===== src/rtl/keylock_pkg.sv =====
package keylock_pkg;
  // Sequencer states: idle, first key seen, one protected write permitted
  typedef enum logic [1:0] {
    KS_LOCKED = 2'd0,
    KS_ARMED  = 2'd1,
    KS_OPEN   = 2'd2
  } kstate_e;
endpackage


===== src/rtl/kseq_fsm.sv =====
module kseq_fsm
  import keylock_pkg::*;
#(
  parameter int          DATA_W = 32,
  parameter int          KEY_W  = 8,
  parameter logic [7:0]  KEY_A  = 8'hCA,
  parameter logic [7:0]  KEY_B  = 8'h53
) (
  input  logic              clk,
  input  logic              rst_n,
  input  logic              key_wr,
  input  logic [DATA_W-1:0] wdata,
  input  logic              consume,
  output logic              open_q
);
  // Only the low KEY_W bits take part in the comparison
  localparam logic [DATA_W-1:0] KMASK = {{(DATA_W-KEY_W){1'b0}}, {KEY_W{1'b1}}};
  localparam logic [DATA_W-1:0] KA_W  = DATA_W'(KEY_A);
  localparam logic [DATA_W-1:0] KB_W  = DATA_W'(KEY_B);

  kstate_e state_q, state_d;
  logic    hit_a, hit_b;

  assign hit_a = ((wdata & KMASK) == KA_W);
  assign hit_b = ((wdata & KMASK) == KB_W);

  always_comb begin
    state_d = state_q;
    unique case (state_q)
      KS_LOCKED: if (key_wr) state_d = hit_a ? KS_ARMED : KS_LOCKED;
      KS_ARMED:  if (key_wr) state_d = hit_b ? KS_OPEN  : KS_LOCKED;
      KS_OPEN: begin
        if (key_wr)       state_d = hit_a ? KS_ARMED : KS_LOCKED;
        else if (consume) state_d = KS_LOCKED;
      end
      default: state_d = KS_LOCKED;
    endcase
  end

  always_ff @(posedge clk or negedge rst_n) begin
    if (!rst_n) state_q <= KS_LOCKED;
    else        state_q <= state_d;
  end

  assign open_q = (state_q == KS_OPEN);
endmodule


===== src/rtl/prot_csr.sv =====
module prot_csr (
  input  logic clk,
  input  logic rst_n,
  input  logic csr_wr,
  input  logic req_bit,
  input  logic open_q,
  output logic consume,
  output logic erase_q
);
  // A write while open spends the unlock regardless of the data
  assign consume = csr_wr && open_q;

  // Set only from a permitted write; clears itself on the next edge
  always_ff @(posedge clk or negedge rst_n) begin
    if (!rst_n) erase_q <= 1'b0;
    else        erase_q <= consume && req_bit;
  end
endmodule


===== src/rtl/regbus_dec.sv =====
module regbus_dec #(
  parameter int              ADDR_W    = 4,
  parameter int              DATA_W    = 32,
  parameter logic [ADDR_W-1:0] KEY_OFS = 'h0,
  parameter logic [ADDR_W-1:0] CSR_OFS = 'h4,
  parameter int              REQ_BIT   = 0,
  parameter int              STAT_BIT  = 1
) (
  input  logic              wr_en,
  input  logic              rd_en,
  input  logic [ADDR_W-1:0] addr,
  input  logic              erase_q,
  input  logic              open_q,
  output logic              key_wr,
  output logic              csr_wr,
  output logic [DATA_W-1:0] rdata
);
  logic [DATA_W-1:0] csr_view;

  assign key_wr = wr_en && (addr == KEY_OFS);
  assign csr_wr = wr_en && (addr == CSR_OFS);

  always_comb begin
    csr_view           = '0;
    csr_view[REQ_BIT]  = erase_q;
    csr_view[STAT_BIT] = open_q;
  end

  // Key register is write-only: it never appears on the read path
  assign rdata = (rd_en && (addr == CSR_OFS)) ? csr_view : '0;
endmodule


===== src/rtl/keylock_guard.sv =====
module keylock_guard #(
  parameter int                ADDR_W  = 4,
  parameter int                DATA_W  = 32,
  parameter int                KEY_W   = 8,
  parameter logic [7:0]        KEY_A   = 8'hCA,
  parameter logic [7:0]        KEY_B   = 8'h53,
  parameter logic [ADDR_W-1:0] KEY_OFS = 'h0,
  parameter logic [ADDR_W-1:0] CSR_OFS = 'h4,
  parameter int                REQ_BIT = 0,
  parameter int                STAT_BIT = 1
) (
  input  logic              clk,
  input  logic              rst_n,
  input  logic              wr_en,
  input  logic              rd_en,
  input  logic [ADDR_W-1:0] addr,
  input  logic [DATA_W-1:0] wdata,
  output logic [DATA_W-1:0] rdata,
  output logic              erase_pulse,
  output logic              unlocked
);
  logic key_wr, csr_wr, consume, open_q, erase_q;

  regbus_dec #(
    .ADDR_W(ADDR_W), .DATA_W(DATA_W), .KEY_OFS(KEY_OFS), .CSR_OFS(CSR_OFS),
    .REQ_BIT(REQ_BIT), .STAT_BIT(STAT_BIT)
  ) u_dec (
    .wr_en(wr_en), .rd_en(rd_en), .addr(addr), .erase_q(erase_q),
    .open_q(open_q), .key_wr(key_wr), .csr_wr(csr_wr), .rdata(rdata)
  );

  kseq_fsm #(
    .DATA_W(DATA_W), .KEY_W(KEY_W), .KEY_A(KEY_A), .KEY_B(KEY_B)
  ) u_seq (
    .clk(clk), .rst_n(rst_n), .key_wr(key_wr), .wdata(wdata),
    .consume(consume), .open_q(open_q)
  );

  prot_csr u_csr (
    .clk(clk), .rst_n(rst_n), .csr_wr(csr_wr), .req_bit(wdata[REQ_BIT]),
    .open_q(open_q), .consume(consume), .erase_q(erase_q)
  );

  assign erase_pulse = erase_q;
  assign unlocked    = open_q;
endmodule


===== config.mk =====
export PLATFORM = sky130hd
export DESIGN_NAME = keylock_guard
export DESIGN_NICKNAME = d
export VERILOG_FILES = /design/src/rtl/keylock_pkg.sv /design/src/rtl/kseq_fsm.sv /design/src/rtl/prot_csr.sv /design/src/rtl/regbus_dec.sv /design/src/rtl/keylock_guard.sv
export SDC_FILE = /design/constraint.sdc
export NUM_CORES = 1
export LEC_CHECK = 0
export BUFFER_PORTS_ARGS = -buffer_cell sky130_fd_sc_hd__buf_2
export CAP_MARGIN = 20
export CORE_MARGIN = 2
export CORE_UTILIZATION = 29
export CTS_CLUSTER_DIAMETER = 200
export DETAILED_ROUTE_END_ITERATION = 8
export PLACE_DENSITY = 0.82
export SLEW_MARGIN = 20
export SYNTH_ARGS = -nofsm -noshare
export SYNTH_HDL_FRONTEND = slang
export SYNTH_HIERARCHICAL = 1
export SYNTH_SLANG_ARGS = --single-unit

===== constraint.sdc =====
create_clock -name clk -period 3.3 [get_ports clk]
set_clock_uncertainty 0.15 [all_clocks]
set_input_delay 0.33 -clock clk [delete_from_list [all_inputs] [get_ports clk]]
set_output_delay 0.33 -clock clk [all_outputs]
set_load 0.02 [all_outputs]

Yosys cells after proc, flatten, opt, wreduce, memory -nomap -nowiden
Cells that the tools add are included.
W data, S select, Z words.
{ "totals": {"latchBits": 0, "input_bits": 40, "register_bits": 3, "ram_bits": 0, "rom_bits": 0, "wordCells": 26, "out_inout_bits": 34, "memories": 0} }
{ "classes": {"multipliers": 0, "n_bitwise": 0, "eq_ne": 8, "shift": 0, "n_lt_le_gt_ge": 0, "addsub": 0, "n_reduce_logical": 8, "div_mod_pow": 0, "mux": 8} }
{ "op_table": {"columns": ["op", "n"], "rows": [
  ["$mux W2", 6],
  ["$eq A8 B7 Y1 const B", 1],
  ["$eq A8 B8 Y1 const B", 1],
  ["$pmux W2 S3", 1],
  ["$logic_and A1 B1 Y1", 5],
  ["$eq A4 B3 Y1 const B", 1],
  ["$logic_not A4 Y1", 1],
  ["$ne A2 B2 Y1 const B", 2],
  ["$ne A3 B3 Y1 const B", 1],
  ["$reduce_and A3 Y1", 1],
  ["$eq A2 B1 Y1 const B", 1],
  ["$eq A2 B2 Y1 const B", 1],
  ["$logic_not A2 Y1", 1],
  ["$mux W1", 1]
]} }

Longest topological paths before layout
Gate-level depths: netlist of the first run.
{ "depth": {"ltp_word": 6, "mapped_depth": 6, "depth_no_buf": 6} }

Cells and area by module
The synthesis of the first run kept the hierarchy.
{ "modules_own_cells": {"columns": ["mod", "cells_per_inst", "n_inst", "seq_area_each_um2", "area_each_um2"], "rows": [
  ["regbus_dec", 37, 1, 0.0, 285.3],
  ["kseq_fsm", 14, 1, 50.0, 135.1],
  ["prot_csr", 3, 1, 25.0, 37.5]
]} }

Least setup slack after synthesis of the first run
OpenSTA, ideal clock, no wires.
{ "synth_path": {"path_kind": "register to output", "startpoint": "reg u_seq.state_q[0]", "endpoint": "out rdata[1]", "setup_slack_ps": 1659, "path_stages_with_launch": 3, "t_arrival_ps": 1161, "path_buffers": 0, "t_required_ps": 2820, "path_cell_list": "dfrtp_1 -> nor2b_1 -> and3_1"} }
{ "synth_via": {"elab_chain_len": 2} }
{ "synth_lines": {"columns": ["item", "line", "source"], "rows": [
  ["start, declared", "kseq_fsm.sv:21", "kstate_e state_q, state_d;"],
  ["start signal, assigned", "kseq_fsm.sv:42", "else state_q <= state_d;"],
  ["$eq A2 B2 Y1", "kseq_fsm.sv:45", "assign open_q = (state_q == KS_OPEN);"],
  ["via unlocked", "keylock_guard.sv:20", "output logic unlocked"],
  ["$mux W2", "regbus_dec.sv:30", "assign rdata = (rd_en && (addr == CSR_OFS)) ? csr_view : '0;"],
  ["end, declared", "keylock_guard.sv:18", "output logic [DATA_W-1:0] rdata,"]
]} }
The timed path passes the listed nets, and every way through them passes these cells.

Worst setup path after layout of the first run
{ "layout_path": {"startpoint": "reg u_seq.state_q[0]", "endpoint": "out rdata[1]"} }
{ "layout_via": {"elab_chain_len": 2} }
{ "layout_lines": {"columns": ["item", "line"], "rows": [
  ["$eq A2 B2 Y1", "kseq_fsm.sv:45"],
  ["$mux W2", "regbus_dec.sv:30"]
]} }
Every way passes these cells.

==> flow_summary.toml, run 1 <==
[sta]
fin_tns_setup_ps = 0
timing.hold.ws_ps = 239
max_freq_ghz = 0.592
fin_ws_ps = 1610
setup_viol_count_final = 0
finalCriticalPeriod_ps = 1690
period_share_pct = 51.2
hold_violations = 0
rsz0062_at_grt = "no"
slew_viol_final = 0

[floorplan]
row_count = 14
core_area_mm2 = 0.00149
die_h_um = 43.7
fp.dieW_um = 43.7
boundaryPins = 74
start_util_pct = 30.8
dieArea_mm2 = 0.00191

[routing]
routed_wl_um = 700
vias = 327
maxUsedRoutingLayer = "met3"
drt_drc_violations_left = 0
m1WireLength_um = 270
ant_nets = 0
wire_per_inst_um = 7.53
drt_iter0_markers = 9
first_pass_iters = 3
met3_length_um = 105
wl_met2_um = 324
avgViaCountPerCell = 3.52

[power_and_ir_drop]
power_density_mw_per_mm2 = 297
p_leak_nw = 0.296
ir_worst_vdd_uv = 136

[placed_design]
dpl_cell_area_um2 = 457
io_buffers = 19
hpwlAfterDp_um = 643
place_congestion = 0.598
place_ws_ps = 1670

[worst_setup_path]
cp-end-kind = "primary output"
worstPathArrival_ps = 1210
cp_data_required_time_ps = 2820
slowest_stage = "dfrtp_1"
cpPeakStageDelay_ps = 400
critPathMaxFanout = 5
crit_chain = "nor2b_1 -> and3_1 -> buf_2"
crit_family = "simple AND/OR/NAND/NOR gates"
critPathBufInv = 1
crit_path_start_kind = "flop"
critPathKind = "flop to primary output"

[cts]
clk_pin_slew_ps = 30
cts_htree_levels = 1
cts_buffer_depth = 2
cts-root-buf = "clkbuf_4"
cts_hold_buf = 1
cts_tree = "done"
cts.repair.resized = 0
clk-insertion-delay-late_ps = 230
clock_sink_count = 3
postCtsSetupBuffers = 0
cts_buffers = 3

[global_route]
overflow = 0
grt_pass1_wl_um = 986
grt_antenna_before_repair = 0
grt_pass1_vias = 240
grt_util_all_layers_pct = 7.59
grt_max_degree = 6

[flow_run]
cap_violations = 0

[cells_and_area]
multi_input_area_um2 = 267
layout.nets = 118
syn_to_final_growth_pct = 7.65
fillers = 171
antennaDiodeCount = 0
drive_gt1_share_pct = 35.1
seqCellArea_um2 = 75.1
fin_area_um2 = 493

[synthesis]
ys.flop_type = "dfrtp_1"
yosysWarnings = 6
netlist_area_um2 = 458
async_flop_share_pct = 100
synth_cells = 54
synth.avg_cell_area_um2 = 8.48
ys_seq_area_share_pct = 16.4
synth_edf_count = 0
ys_ff_latch = 3
synth_cell_type_count = 16

[hold_path]
hold_path_class = "input port to flop"

[run_status]
status = "finished, final reports clean"
[worst register-to-register path: stages (launching register included)]
cell,delay (ps)
dfrtp_1,400
nor2b_1,240
and2_1,160
nor2_1,40
nand2_1,70
o31ai_2,60
[Yosys cell counts (all sizes together) (2+ instances only)]
cell	count	area, µm²
o31ai	2	25.0
buf	30	225
nor2	3	11.3
nand2	2	7.51
and3	3	18.8
dfrtp	3	75.1
and2	3	20.0
[per-layer routing]
metal	vias up	track usage (%)
li1	163	-
met1	136	8.67
met2	28	9.71
met3	0	5.42
met4	0	5.45
met5	-	0
[cells by family (layout without fill, tap and decap cells)]
family	Yosys count	after routing	synth area share, %
compound gates	2	2	5.46
buf+inv	30	24	49.2
flops	3	3	16.4
other cells	1	30	0.819
simple gates	18	18	28.1
[report_power, final]
part | switching (mW) | leakage (nW) | internal, mW
clock | 0.0173 | 0.0150 | 0.0452
combinational | 0.0368 | 0.239 | 0.00977
sequential | 0.0000694 | 0.0419 | 0.0371
total | 0.0543 | 0.296 | 0.0920
[sequential cells by signal, indices dropped and copies added, names as in the netlist]
| signal | cells |
|---|---|
| u_csr/erase_q | 1 |
| u_seq/state_q | 2 |
[metrics by stage]
| stage | instances | total power, mW | util (%) |
|---|---|---|---|
| floorplan | 83 | 0.0980 | - |
| global placement | 88 | 0.0821 | 30.7 |
| detailed placement | 88 | 0.0827 | 30.7 |
| CTS | 93 | 0.150 | 33.1 |
| global route | 93 | 0.160 | 33.1 |
| finish | 93 | 0.146 | 33.1 |
[final timing paths]
path / slack [ps] / to / start / cells after the start
min in group asynchronous: 280 / u_csr/erase_q / rst_n / 2
min reg2reg: 350 / u_seq/state_q[1] / u_seq/state_q[1] / 1
max in group asynchronous: 2620 / u_seq/state_q[0] / rst_n / 2
max reg2reg: 2060 / u_seq/state_q[1] / u_seq/state_q[0] / 5
max: 1610 / rdata[1] / u_seq/state_q[0] / 3
min: 240 / u_csr/erase_q / wdata[0] / 2
[placed cells by master, fill, tap and decap left out]
master | netlist | layout
nand2_1 | 2 | 2
nor2b_1 | 1 | 1
and2_2 | 1 | 1
and2_1 | 2 | 2
conb_1 | 1 | 30
nor3b_2 | 1 | 1
nor4b_4 | 1 | 1
o31ai_2 | 2 | 2
nand4_1 | 1 | 1
and3_1 | 3 | 3
clkbuf_1 | 0 | 1
clkbuf_4 | 0 | 3
nand3_1 | 1 | 1
dlygate4sd3_1 | 0 | 1
dfrtp_1 | 3 | 3
nor4_1 | 1 | 1
buf_2 | 0 | 19
nor2_1 | 3 | 3
nand4bb_1 | 1 | 1
[final cells by class]
cell class	instances	area share (%)
repair buffers	20	21.3
well taps	16	4.06
multi-input cells	50	54.1
flip-flops and latches	3	15.2
clock buffers	4	5.33
(Power assumes the default switching activity.)
==> inputs of run 2 (changes only) <==
--- a/config.mk
+++ b/config.mk
@@ -8,10 +8,10 @@
 export BUFFER_PORTS_ARGS = -buffer_cell sky130_fd_sc_hd__buf_2
 export CAP_MARGIN = 20
 export CORE_MARGIN = 2
-export CORE_UTILIZATION = 29
+export CORE_UTILIZATION = 27
 export CTS_CLUSTER_DIAMETER = 200
 export DETAILED_ROUTE_END_ITERATION = 8
-export PLACE_DENSITY = 0.82
+export PLACE_DENSITY = 0.77
 export SLEW_MARGIN = 20
 export SYNTH_ARGS = -nofsm -noshare
 export SYNTH_HDL_FRONTEND = slang
==> constraint.sdc (replaced) <==
create_clock -name clk -period 1.6 [get_ports clk]
set_clock_uncertainty 0.15 [all_clocks]
set_input_delay 0.16 -clock clk [delete_from_list [all_inputs] [get_ports clk]]
set_output_delay 0.16 -clock clk [all_outputs]
set_load 0.02 [all_outputs]
==> run 2 against run 1 <==
  * Die area grew 6.7%
  * Worst setup slack worse by 1500 ps
  * Combinational power grew 110%
  * Utilization decreased by 0.97 points
  * Via count is 4.9% higher
==> flow_summary.toml, run 2 (synthesis gave the netlist of run 1 again) <==
[run_status]
status = "finished, final reports clean"

[global_route]
grt_pass1_vias = 259
overflow = 0
grt_util_all_layers_pct = 7.40
grt_max_degree = 6
grt_antenna_before_repair = 0
grt_pass1_wl_um = 1040

[floorplan]
dieArea_mm2 = 0.00204
core_area_mm2 = 0.00154
fp.dieW_um = 45.2
start_util_pct = 29.7
row_count = 14
die_h_um = 45.2
boundaryPins = 74

[cts]
cts-root-buf = "clkbuf_4"
cts_buffer_depth = 2
postCtsSetupBuffers = 0
clock_sink_count = 3
clk-insertion-delay-late_ps = 230
cts_buffers = 3
cts_htree_levels = 1
cts_tree = "done"
clk_pin_slew_ps = 40

[sta]
rsz0062_at_grt = "no"
finalCriticalPeriod_ps = 1470
setup_viol_count_final = 0
max_freq_ghz = 0.680
period_share_pct = 91.9
fin_ws_ps = 130
hold_violations = 0
timing.hold.ws_ps = 73.8
slew_viol_final = 0
fin_tns_setup_ps = 0

[worst_setup_path]
critPathKind = "flop to primary output"
r2r-start = "u_seq/state_q[0]"
reg2reg_depth = 5
timing.rr.end = "u_seq/state_q[1]"
worstPathArrival_ps = 1160
cp-end-kind = "primary output"
crit_path_start_kind = "flop"
cp-startpoint = "u_seq/state_q[0]"
critPathMaxFanout = 5
r2r_slack_ps = 410
cp_data_required_time_ps = 1290
crit_end = "rdata[1]"

[power_and_ir_drop]
p_leak_nw = 0.296
pwr-share-seq_pct = 25.3
ir_worst_vdd_uv = 254
power_density_mw_per_mm2 = 612
switching_share_pct = 37.4
switching_power_mw = 0.113
power_frac_comb_pct = 31.7
pwr-share-clk_pct = 43.0
internal_power_mw = 0.190

[cells_and_area]
mostFrequentLayoutCells = "conb_1, buf_2"
antennaDiodeCount = 0
largest_reg_flops = 2
fillers = 193
top_register = "u_seq/state_q"
layout.nets = 118
fin_util_pct = 32.1
top_regs = "u_seq/state_q x2, u_csr/erase_q x1"
drive_gt1_share_pct = 36.4
layout_commonest_cell = "conb_1"
syn_to_final_growth_pct = 8.20

[hold_path]
hold_path_class = "input port to flop"
whs_path_depth = 2

[placed_design]
place_congestion = 0.618
io_buffers = 19
hpwlAfterDp_um = 685
place_ws_ps = 154

[routing]
drt_drc_violations_left = 0
ant_nets = 0
wire_per_inst_um = 7.91
vias = 343
avgViaCountPerCell = 3.69
routed_wl_um = 736
drt_iter0_markers = 5
first_pass_iters = 2

[flow_run]
cap_violations = 0
run 2: how the worst min path moves through the flow:
stage,endpoint,from
finish,u_csr/erase_q,wdata[0]
global route,u_csr/erase_q,wdata[0]
global placement,u_csr/erase_q,rst_n
floorplan,u_csr/erase_q,rst_n
CTS,u_csr/erase_q,wdata[0]
detailed placement,u_csr/erase_q,rst_n
run 2: per-layer routing:
metal | track usage (%) | vias to the layer above | share of wire [%]
li1 | - | 164 | -
met1 | 7.77 | 152 | 35
met2 | 11.4 | 27 | 51
met3 | 3.60 | 0 | 13
met4 | 5.29 | 0 | 0
met5 | 0 | - | 0
run 2: critical path, cell delays in order (launching register included):
cell	delay (ps)
dfrtp_1	420
nor2b_2	190
and3_1	170
buf_2	160
run 2: metrics by stage:
stage / area [µm²] / instances / total power, mW
after floorplan: 567 / 83 / 0.202
after global placement: 457 / 88 / 0.169
after detailed placement: 457 / 88 / 0.170
after CTS: 493 / 93 / 0.310
after global routing: 495 / 93 / 0.330
final: 495 / 93 / 0.303
run 2: layout make-up:
type,count,area (µm²),share of cell area [%]
Tap cell,16,20.0,4.04
Clock buffer,4,26.3,5.30
Sequential cell,3,75.1,15.2
Multi-Input combinational cell,50,269,54.3
Timing Repair Buffer,20,105,21.2
run 2: timing repair:
action,CTS,global route
endpoints found under the hold margin,3,0
endpoints found under the setup margin,0,1
hold buffers,1,0
gates resized for setup,0,1
run 2: power by group through the flow:
| stage | Clock [mW] | Combinational, mW | Sequential [mW] |
|---|---|---|---|
| 3_5_place_dp | 0 | 0.0929 | 0.0775 |
| 5_1_grt | 0.150 | 0.104 | 0.0765 |
| 3_3_place_gp | 0 | 0.0919 | 0.0775 |
| 2_1_floorplan | 0 | 0.125 | 0.0775 |
| 4_1_cts | 0.138 | 0.0949 | 0.0766 |
| 6_report | 0.130 | 0.0963 | 0.0767 |
